$ cat config.mk
export PLATFORM = sky130hd
export DESIGN_NAME = bds_shift_reg
export DESIGN_NICKNAME = d
export VERILOG_FILES = /design/src/rtl/bds_pkg.sv /design/src/rtl/bds_next_state.sv /design/src/rtl/bds_state_reg.sv /design/src/rtl/bds_shift_reg.sv
export SDC_FILE = /design/constraint.sdc
export NUM_CORES = 1
export LEC_CHECK = 0
export ABC_AREA = 1
export CAP_MARGIN = 20
export CORE_MARGIN = 1.5
export CORE_UTILIZATION = 46
export CTS_BUF_LIST = sky130_fd_sc_hd__clkbuf_16
export CTS_CLUSTER_DIAMETER = 200
export CTS_CLUSTER_SIZE = 20
export DETAILED_ROUTE_END_ITERATION = 8
export PLACE_DENSITY_LB_ADDON = 0.08
export REMOVE_ABC_BUFFERS = 1
export SLEW_MARGIN = 20
export SYNTH_ARGS = -nofsm -noshare
export SYNTH_HDL_FRONTEND = slang
export SYNTH_SLANG_ARGS = --single-unit
$ cat constraint.sdc
create_clock -name clk -period 1.53 [get_ports clk]
set_input_delay 0.153 -clock clk [delete_from_list [all_inputs] [get_ports clk]]
set_output_delay 0.153 -clock clk [all_outputs]
set_load 0.05 [all_outputs]
$ cat src/rtl/bds_pkg.sv
package bds_pkg;

  typedef enum logic [1:0] {
    MODE_LOAD = 2'b00,
    MODE_SHL  = 2'b01,
    MODE_SHR  = 2'b10,
    MODE_HOLD = 2'b11
  } shift_mode_e;

endpackage

$ cat src/rtl/bds_next_state.sv
module bds_next_state
  import bds_pkg::*;
#(
  parameter int WIDTH = 8
) (
  input  logic              en,
  input  shift_mode_e       mode,
  input  logic [WIDTH-1:0]  cur,
  input  logic [WIDTH-1:0]  load_val,
  output logic [WIDTH-1:0]  nxt
);

  localparam int MSB = WIDTH - 1;

  for (genvar i = 0; i < WIDTH; i++) begin : g_bit
    logic from_hi;
    logic from_lo;

    if (i == MSB) begin : g_top
      assign from_hi = 1'b0;
    end else begin : g_mid_hi
      assign from_hi = cur[i+1];
    end

    if (i == 0) begin : g_bot
      assign from_lo = 1'b0;
    end else begin : g_mid_lo
      assign from_lo = cur[i-1];
    end

    always_comb begin
      if (!en) begin
        nxt[i] = cur[i];
      end else begin
        unique case (mode)
          MODE_LOAD: nxt[i] = load_val[i];
          MODE_SHL:  nxt[i] = from_lo;
          MODE_SHR:  nxt[i] = from_hi;
          default:   nxt[i] = cur[i];
        endcase
      end
    end
  end

endmodule

$ cat src/rtl/bds_state_reg.sv
module bds_state_reg #(
  parameter int WIDTH = 8
) (
  input  logic              clk,
  input  logic              rst,
  input  logic [WIDTH-1:0]  nxt,
  output logic [WIDTH-1:0]  q
);

  always_ff @(posedge clk) begin
    if (rst) q <= '0;
    else     q <= nxt;
  end

  // clear wins over everything
  p_clear_r1: assert property (@(posedge clk) rst |=> (q == '0))
    else $error("clear did not zero register");

endmodule

$ cat src/rtl/bds_shift_reg.sv
module bds_shift_reg
  import bds_pkg::*;
#(
  parameter int WIDTH = 8
) (
  input  logic              clk,
  input  logic              rst,
  input  logic              mode_en,
  input  logic [1:0]        mode,
  input  logic [WIDTH-1:0]  d,
  output logic [WIDTH-1:0]  q
);

  logic [WIDTH-1:0] nxt_w;
  shift_mode_e      mode_e;

  assign mode_e = shift_mode_e'(mode);

  bds_next_state #(.WIDTH(WIDTH)) u_next (
    .en       (mode_en),
    .mode     (mode_e),
    .cur      (q),
    .load_val (d),
    .nxt      (nxt_w)
  );

  bds_state_reg #(.WIDTH(WIDTH)) u_reg (
    .clk (clk),
    .rst (rst),
    .nxt (nxt_w),
    .q   (q)
  );


  p_hold_r2: assert property (@(posedge clk) disable iff (rst)
    (mode_en && mode == 2'b11) |=> $stable(q))
    else $error("hold changed q");


  p_load_r3: assert property (@(posedge clk) disable iff (rst)
    (mode_en && mode == 2'b00) |=> (q == $past(d)))
    else $error("load mismatch");


  p_shr_r4: assert property (@(posedge clk) disable iff (rst)
    (mode_en && mode == 2'b10) |=> (q == ($past(q) >> 1)))
    else $error("right shift mismatch");


  p_shl_r5: assert property (@(posedge clk) disable iff (rst)
    (mode_en && mode == 2'b01) |=> (q == ($past(q) << 1)))
    else $error("left shift mismatch");


  p_gate_r6: assert property (@(posedge clk) disable iff (rst)
    !mode_en |=> $stable(q))
    else $error("disabled mux changed q");

endmodule

Yosys cells after proc, flatten, opt, wreduce, memory -nomap -nowiden
Index checks and enable logic that the tools add are counted.
- word-level logic and storage cells: 14
- register bits after elaboration: 8
- input bits: 13
- output and inout port bits: 8
- mux-type cells: 8
- equality and inequality tests: 2
- reductions and logical operators: 3
- operator list (operator ; number):
    1-bit one-hot mux with 3 select lines ; 8
    3-bit nonzero test ; 1
    2-bit by 1-bit equality test with 1-bit output, second input constant ; 1
    2-bit equality test, second input constant ; 1
    2-bit zero test ; 1
    2-bit AND reduction ; 1

Longest topological paths before layout
Gate-level depths: netlist of the first run.
- depth in word-level cells: 3
- mapped depth: 7
- depth with buffers taken out: 6

Modules after synthesis
A second synthesis of the first run with hierarchy kept.
- cell total of the unflattened synthesis: 94
- area total of the unflattened synthesis: 561.8 µm²
- by module, submodules not included (module ; area each (µm²) ; times used ; cells an instance ; sequential area each (µm²)):
    bds_next_state ; 330.3 ; 1 ; 69 ; 0.0
    bds_state_reg ; 231.5 ; 1 ; 25 ; 160.2

Worst setup path after synthesis of the first run
OpenSTA, ideal clock, no wires.
- kind: flip-flop to flip-flop
- from: register u_reg.q[3] (netlist name)
- to: register u_reg.q[3]
- buffers on the path: 0
- setup time: 0.066 ns
- arrival: 0.952 ns
- clock period less this slack: 1.018 ns
- required time: 1.464 ns
- cell stages (with the launch flop): 5
- slack: 0.512 ns
- path through: dfxtp_1 > inv_1 > nand2_2 > nand2_1 > a21oi_2
- RTL lines (what ; RTL line ; RTL):
    end signal: assignment ; bds_state_reg.sv:12 ; else q <= nxt;
    end: declaration ; bds_state_reg.sv:7 ; output logic [WIDTH-1:0] q

Final worst setup path of the first run
- from: input mode[0]
- to: register u_reg.q[1]
- word-level cells in the longest chain between the ends: 3
- elaborated cells between the ends (all ways): 6
- classes of those cells: eq/ne (2); mux (1); reduce/logical (3)
- ends and longest elaborated chain (what ; RTL line ; RTL):
    start: declaration ; bds_shift_reg.sv:9 ; input logic [1:0] mode,
    2-bit by 1-bit equality test with 1-bit output, or another cell as far along ; bds_next_state.sv:35 ; unique case (mode)
    3-bit nonzero test (no source line) ; n/a ;
    2-bit AND reduction (no source line) ; n/a ;
Several ways; a longest one is shown, not always the timed one.
A chain may end at the register's enable or synchronous reset.

==> flow_metrics.tcl, run 1 <==
set metrics [dict create \
    final_hold_viol_count 0 \
    cp.required_ns 1.69 \
    postCtsSetupBuffers 0 \
    timing.final.ws_setup_ns 0.1879 \
    fillers 97 \
    cp-start-kind "primary input" \
    drt_iter0_markers 12 \
    clk_latency_ns 0.23 \
    pwr-share-seq 0.265 \
    critPathBufInv 3 \
    cts-buffers-inserted 3 \
    port_buffers 20 \
    final-seq-area_um2 160.2 \
    grt_overflow 0 \
    hold_path.class "reg2reg" \
    largest_registers "u_reg.q (8)" \
    multiInputGateArea_um2 360.3 \
    grt_pass1_wl_um 2318 \
    dp_hpwl_um 926.3 \
    layout_common_cells "nand2_1 (44), inv_1 (17), clkdlybuf4s50_1 (12), buf_4 (9), dfxtp_1 (8)" \
    power.switching_uw 266.2 \
    clockRootBuffer "clkbuf_16" \
    tightest_slew_ns 0.3450 \
    clkPwrFrac 0.482 \
    maxSlewViolCount 0 \
    critPathKind "in2reg" \
    regMostFlops "u_reg.q" \
    num_vias 622 \
    ant_nets 0 \
    post-route-min-period_ns 1.342 \
    antenna_found_initial 0 \
    ys_types 12 \
    crit_arrival_ns 1.51 \
    min_to "u_reg.q[7]" \
    path_cells "clkdlybuf4s50_1 > buf_4 > ha_1 > inv_1 > nand2_2 > nand2_1 > nand2_1 > a21oi_2" \
    final_common_cell "nand2_1" \
    h-tree-depth 1 \
    slowest_stage "clkdlybuf4s50_1" \
    coreArea_um2 1171 \
    cts.clk_slew.worst_paths_ns 0.04 \
    rrSetupSlack_ns 0.76 \
    cts_hold_buf 0 \
    ioPinCount 21 \
    layout-drive-gt1-share 0.2439 \
    drv_cap 0 \
    rows 12 \
    gp_congestion 0.7421 \
    cp-end-kind "flop" \
    path_common_cell "nand2_1" \
    status "complete, no violations" \
    wl_per_cell_um 10.18 \
    wirelength_um 1394 \
    pwr-share-comb 0.253 \
    die_h_um 39.32 \
    cts_max_path_buffers 2 \
    p_int_uw 651.5 \
    fmax_mhz 745.1 \
    peakVddDrop_v 0.001197 \
    largest_register_ffs 8 \
    cpLargestDelayFamily "buffers and inverters" \
    place_ws_ns -0.06676 \
    r2r_end "u_reg.q[1]" \
    initial_core_util 0.5182 \
    syn_area_um2 606.8 \
    nets 141 \
    vias_per_cell 4.540 \
    grt_pass1_vias 526 \
    slowest_delay_ns 0.41 \
    rsz0062_at_grt "false" \
    worstPathMaxFanout 12 \
    remaining_drc_errors 0 \
    rr_startpoint "u_reg.q[1]" \
    ys_seq_area_frac 0.2639 \
    r2r_cells 4 \
    post_cts_resized 0 \
    switching_share 0.2901 \
    clock_skew_ns 0.0002753 \
    diodes 0 \
    cts_tree "built" \
    areaGrowthSynthToFinish_pct 43.09 \
    hp-start "u_reg.q[7]" \
    setup_viol 0 \
    dieArea_um2 1546 \
    grt_max_degree 13 \
    syn_avg_cell_area_um2 6.008 \
    clock-sinks 8 \
    synth_warnings 0 \
    synth_cells 101 \
    period_share 0.8772 \
    synth-seq-cells 8 \
    firstDrtPassIters 4 \
    relSlewSlack 0.7700 \
    die_w_um 39.32 \
    fin_util 0.7415 \
    holdPathStages 2 \
    p_per_area_nw_per_um2 1057 \
    p_leak_uw 0.0004655 \
    grt_use_total 0.2349 \
]
-- per-stage QoR --
| stage | std cells | cell area, um2 | setup TNS, ns | total power [uW] | hold WS [ns] |
|---|---|---|---|---|---|
| floorplan | 99 | 588.1 | 0 | 397.5 | 0.3777 |
| global placement | 134 | 793.3 | -0.1654 | 473.8 | 0.5371 |
| detailed placement | 134 | 793.3 | -0.4091 | 477.7 | 0.5403 |
| CTS | 137 | 868.3 | 0 | 925.1 | 0.5532 |
| global route | 137 | 868.3 | 0 | 963.5 | 0.5785 |
| finish | 137 | 868.3 | 0 | 917.8 | 0.5518 |
-- worst max path at each step --
stage               start          to  slack, ns  cells after the start
3_5_place_dp      mode[0]  u_reg.q[6]      -0.07                      6
3_3_place_gp      mode[0]  u_reg.q[6]      -0.04                      6
6_report          mode[0]  u_reg.q[1]       0.19                      8
2_1_floorplan  u_reg.q[3]  u_reg.q[3]       0.51                      4
5_1_grt           mode[0]  u_reg.q[1]       0.04                      7
4_1_cts           mode[0]  u_reg.q[1]       0.15                      7
-- kinds of logic after synthesis --
family,after synthesis,synth area share
AND/OR/NAND/NOR,62,0.4289
buffers and inverters,20,0.1423
AO/OA/AOI/OAI,8,0.1031
flip-flops,8,0.2639
adder cells (fa/ha/maj),3,0.06186
-- layer usage --
metal,part of all wire,track usage
met5,0,0
met4,0.0057,0.07759
met3,0.058,0.1023
met2,0.49,0.3833
met1,0.44,0.2715
-- power groups by stage --
stage               clock, uW  sequential, uW  combinational (uW)
floorplan                   0             300                97.6
global route              463             245                 255
CTS                       447             243                 235
finish                    442             243                 232
global placement            0             245                 229
detailed placement          0             245                 232
-- tightest hold or removal path, cell delays in order (launching register included) --
cell     delay [ns]
dfxtp_1        0.33
o21ai_0        0.09
nor2_1         0.08
-- synthesized netlist by cell type --
library cell / n / area share
ha_1: 3 / 0.062
inv_2: 1 / 0.0062
nand2_2: 5 / 0.052
nand2_1: 44 / 0.27
inv_1: 17 / 0.11
nor2_1: 7 / 0.043
nor2_2: 6 / 0.062
dfxtp_1: 8 / 0.26
a21oi_2: 6 / 0.087
o21ai_0: 2 / 0.016
buf_6: 1 / 0.019
buf_4: 1 / 0.012
-- final cells by class --
type                       instances  share of cell area
multi-input combinational         73              0.4150
timing repair buffer              21              0.2161
clock buffer                       3             0.08646
sequential                         8              0.1844
inverter                          18             0.07781
tap                               14             0.02017
(Power assumes the default switching activity.)
==> inputs of run 2 (changes only) <==
- ABC_AREA: 1 -> 0
- CORE_AREA: unset -> 2 2 39 41
- CORE_MARGIN: 1.5 -> unset
- CORE_UTILIZATION: 46 -> unset
- DIE_AREA: unset -> 0 0 41 43
==> run 2 against run 1 <==
Against the previous run: total power is 3.7% lower; design area down 11%; critical path depth is 2 lower; clock power barely moved; maximum frequency fell by 5.2%; critical endpoint is now u_reg.q[6]; wire length decreased by 12%; final cell count decreased by 30%; combinational power down 12%; setup slack got worse by 0.073 ns; synthesized area fell by 20%; largest cell class unchanged.
==> flow_metrics.tcl, run 2 <==
set metrics [dict create \
    synth_top_area_share 0.3282 \
    synthArstFlopShare 0 \
    status "complete, no violations" \
    grt_pass1_wl_um 1952 \
    fillers 136 \
    layout-drive-gt1-share 0.2250 \
    nets 98 \
    clockRootBuffer "clkbuf_16" \
    syn_area_um2 488.0 \
    p_leak_uw 0.0003232 \
    finalPower_uw 883.8 \
    final_hold_viol_count 0 \
    synth-seq-cells 8 \
    p_per_area_nw_per_um2 1147 \
    antenna_found_initial 0 \
    largest_registers "u_reg.q (8)" \
    use_met1 0.2427 \
    diodes 0 \
    path_cells "clkdlybuf4s50_1 > inv_1 > ha_2 > or2b_1 > nand3_1 > a21oi_1" \
    synth_cells 57 \
    critPathBufInv 2 \
    syn_avg_cell_area_um2 8.561 \
    grt_max_degree 17 \
    cp-start-kind "primary input" \
    r2r_cells 3 \
    clk_latency_ns 0.23 \
    crit_start "mode[0]" \
    synth_edf_count 0 \
    remaining_drc_errors 0 \
    fin_util 0.5570 \
    initial_core_util 0.3526 \
    period_share 0.9250 \
    coreArea_um2 1384 \
    holdPathStages 2 \
    wl_per_cell_um 12.74 \
    drt_iter0_markers 14 \
    slowest_stage "clkdlybuf4s50_1" \
    num_vias 500 \
    grt_pass1_vias 415 \
    use_met3 0.05236 \
    synth_warnings 0 \
    crit_arrival_ns 1.51 \
    rrSetupSlack_ns 0.59 \
    largest_register_ffs 8 \
    h-tree-depth 1 \
    hp-start "u_reg.q[2]" \
    layout_common_cells "clkdlybuf4s50_1 (12), buf_4 (12), a21oi_1 (8), dfxtp_1 (8)" \
    synth_flop_cell "dfxtp_1" \
    wirelength_um 1223 \
    dp_cells 93 \
    cts.clk_slew.worst_paths_ns 0.04 \
    die_w_um 41 \
    drv_cap 0 \
    grt_overflow 0 \
    rsz0062_at_grt "false" \
    gp_congestion 0.7258 \
    top_usage_layer "met1" \
    synth_area_leaders "dfxtp_1 (33%), a221o_1 (12%), or2b_1 (9.2%)" \
    fmax_mhz 706.6 \
    areaGrowthSynthToFinish_pct 57.95 \
    cp-end-kind "flop" \
    clock-sinks 8 \
    layoutNonFillerInstCount 96 \
    tightest_slew_ns 0.3872 \
    peakVddDrop_v 0.0004986 \
    worstPathMaxFanout 16 \
    crit_cells 6 \
    vias_per_cell 5.208 \
    synth.largest_area_cell "dfxtp_1" \
    ys_seq_area_frac 0.3282 \
    final-seq-area_um2 160.2 \
    cts_max_path_buffers 2 \
    maxSlewViolCount 0 \
    setup_viol 0 \
    grt_use_met2 0.2063 \
    hold_path.class "reg2reg" \
    port_buffers 20 \
    dieArea_um2 1763 \
    rr_startpoint "u_reg.q[4]" \
    die_h_um 43 \
    cpLargestDelayFamily "buffers and inverters" \
    timing.final.ws_setup_ns 0.1148 \
    critPathKind "in2reg" \
    slowest_delay_ns 0.48 \
    cts-buffers-inserted 3 \
    rows 14 \
    regMostFlops "u_reg.q" \
    cp.required_ns 1.63 \
    ys_types 16 \
    post-route-min-period_ns 1.415 \
    cts_hold_buf 0 \
    hold_ws_ns 0.4955 \
    cts_tree "built" \
    multiInputGateArea_um2 297.8 \
    relSlewSlack 0.7411 \
    dp_hpwl_um 878.6 \
    grt_use_total 0.1670 \
    ant_nets 0 \
    ys_top_cells_by_count "a21oi_1 (8), dfxtp_1 (8)" \
    firstDrtPassIters 4 \
    clock_skew_ns 0.0004469 \
    place_ws_ns -0.2038 \
    ioPinCount 21 \
]
==> run 2: power by group <==
group / total, uW / internal (uW) / switching, uW
logic: 205 / 95.6 / 110
clock network: 439 / 337 / 102
registers: 240 / 225 / 15.2
==> run 2: cell families after synthesis <==
group	count (synthesis)	share of synthesized area
flip-flops	8	0.3282
buffers and inverters	6	0.06666
AO/OA/AOI/OAI	16	0.2564
adder cells (fa/ha/maj)	3	0.07693
AND/OR/NAND/NOR	24	0.2718
==> run 2: per-layer routing <==
layer / share of wire / wire length (um)
met1: 0.47 / 570
met2: 0.47 / 579
met3: 0.059 / 72
met4: 0 / 0
met5: 0 / 0
==> run 2: through the flow <==
step / TNS [ns] / instance area, um2
3_5_place_dp: -1.384 / 693.2
4_1_cts: 0 / 768.2
2_1_floorplan: 0 / 462.9
3_3_place_gp: -1.251 / 693.2
6_report: 0 / 770.7
5_1_grt: 0 / 770.7
==> run 2: worst min-delay path, stage by stage, from the launching register on <==
cell     delay, ns
dfxtp_1       0.33
nand2_1       0.06
a21oi_1       0.05
==> run 2: worst paths after layout <==
path / endpoint
worst min register to register: u_reg.q[2]
worst max-delay path: u_reg.q[6]
worst max register to register: u_reg.q[5]
worst min-delay path: u_reg.q[2]
==> run 2: cell type report <==
| cell class | instances | share of cell area |
|---|---|---|
| inverter | 2 | 0.009740 |
| sequential | 8 | 0.2078 |
| tap | 16 | 0.02597 |
| multi-input combinational | 43 | 0.3864 |
| clock buffer | 3 | 0.09740 |
| timing repair buffer | 24 | 0.2727 |
==> run 2: timing repair <==
action,4_1_cts,5_1_grt
setup buffers,0,0
endpoints found under the setup margin,0,6
resized for setup,0,1
==> inputs of run 3 (changes only) <==
- SETUP_SLACK_MARGIN: unset -> 0.2
==> run 3 against run 2 <==
Against the previous run: register-to-register slack barely moved; die area did not move; utilization rose by 2.9 points; global-route usage rose by 0.20 points; clock-buffer cell count did not move; non-clock buffer count rose by 2; setup slack improved by 0.37 ns; critical path depth did not move; first-iteration DRC count rose by 29%; highest routed layer unchanged.
==> flow_metrics.tcl, run 3 (synthesis results as in run 2) <==
set metrics [dict create \
    slowest_delay_ns 0.29 \
    setup_viol 0 \
    wl_per_cell_um 13.67 \
    critPathBufInv 2 \
    die_h_um 43 \
    drt_iter0_markers 18 \
    fin_util 0.5859 \
    largest_register_ffs 8 \
    peakVddDrop_v 0.0005178 \
    cp-end-kind "flop" \
    place_ws_ns -0.2038 \
    worstPathMaxFanout 8 \
    relSlewSlack 0.7486 \
    period_share 0.6823 \
    largest_registers "u_reg.q (8)" \
    firstDrtPassIters 4 \
    cts-buffers-inserted 3 \
    clk_latency_ns 0.23 \
    clock-sinks 8 \
    cp.required_ns 1.63 \
    timing.final.ws_setup_ns 0.4860 \
    die_w_um 41 \
    path_cells "dlymetal6s2s_1 > ha_4 > buf_6 > a221o_1 > nand3_1 > a21oi_1" \
    wirelength_um 1340 \
    critPathKind "in2reg" \
    grt_pass1_wl_um 1980 \
    h-tree-depth 1 \
    vias_per_cell 5.500 \
    tightest_slew_ns 0.3760 \
    gp_congestion 0.7258 \
    layoutNonFillerInstCount 98 \
    dp_hpwl_um 878.6 \
    layout-drive-gt1-share 0.2683 \
    fmax_mhz 957.9 \
    slowest_stage "ha_4" \
    antenna_found_initial 0 \
    num_vias 539 \
    cp-start-kind "primary input" \
    port_buffers 20 \
    hold_path.class "in2reg" \
    diodes 0 \
    ioPinCount 21 \
    grt_overflow 0 \
    grt_max_degree 17 \
    crit_arrival_ns 1.15 \
    remaining_drc_errors 0 \
    clockRootBuffer "clkbuf_16" \
    cts_max_path_buffers 2 \
    status "complete, no violations" \
    initial_core_util 0.3526 \
    cts.clk_slew.worst_paths_ns 0.04 \
    grt_pass1_vias 418 \
    cpLargestDelayFamily "compound AO/OA/AOI/OAI gates" \
    grt_use_total 0.1690 \
    nets 100 \
    post-route-min-period_ns 1.044 \
    p_leak_uw 0.0003525 \
    finalPower_uw 907.4 \
    clock_skew_ns 0.001926 \
    coreArea_um2 1384 \
    drv_cap 0 \
    maxSlewViolCount 0 \
    rsz0062_at_grt "false" \
    p_per_area_nw_per_um2 1119 \
    ant_nets 0 \
    regMostFlops "u_reg.q" \
    final_common_cell "buf_4" \
    layout_common_cells "buf_4 (12), clkdlybuf4s50_1 (10), a21oi_1 (8), dfxtp_1 (8)" \
    areaGrowthSynthToFinish_pct 66.15 \
    cts_tree "built" \
    cts_hold_buf 0 \
    dp_cells 93 \
    final_hold_viol_count 0 \
    dieArea_um2 1763 \
    rows 14 \
]
[run 3: stage by stage]
| stage | hold WS (ns) | instance area, um2 | TNS, ns |
|---|---|---|---|
| 4_1_cts | 0.4971 | 783.3 | 0 |
| 2_1_floorplan | 0.2176 | 462.9 | 0 |
| 5_1_grt | 0.5056 | 810.8 | 0 |
| 3_3_place_gp | 0.4954 | 693.2 | -1.251 |
| 3_5_place_dp | 0.4943 | 693.2 | -1.384 |
| 6_report | 0.4812 | 810.8 | 0 |
[run 3: worst reg2reg max path, delay by kind of cell, from the launching register on]
family          cells  cell delay [ns]
flops               1             0.34
simple gates        1             0.08
compound gates      2             0.39
[run 3: final timing paths]
| kind | start | to | slack [ns] | depth (start not counted) |
|---|---|---|---|---|
| max | mode[1] | u_reg.q[1] | 0.49 | 6 |
| min | mode[0] | u_reg.q[0] | 0.48 | 5 |
| max reg2reg | u_reg.q[4] | u_reg.q[5] | 0.59 | 3 |
| min reg2reg | u_reg.q[2] | u_reg.q[2] | 0.49 | 2 |
[run 3: cell type report]
cell class,instances,area [um2]
Tap cell,16,20.02
Multi-Input combinational cell,43,310.3
Inverter,2,7.507
Sequential cell,8,160.2
Timing Repair Buffer,26,237.7
Clock buffer,3,75.07
Fill cell,129,573.1
[run 3: what timing repair did]
item | CTS | global route
buffers inserted | 0 | 2
pin swaps | 0 | 1
resized for setup | 3 | 10
endpoints found under the setup margin | 8 | 8
[run 3: power by group]
part,internal (uW),switching [uW],total (uW)
registers,224,15.4,240
logic,109,117,226
clock network,337,105,442
total,670,237,907
[run 3: layer usage]
metal | track usage | vias to the layer above | share of wire
li1 | - | 257 | -
met2 | 0.2094 | 24 | 0.47
met4 | 0.1000 | 0 | 0
met3 | 0.05236 | 0 | 0.081
met5 | 0 | - | 0
met1 | 0.2460 | 258 | 0.45
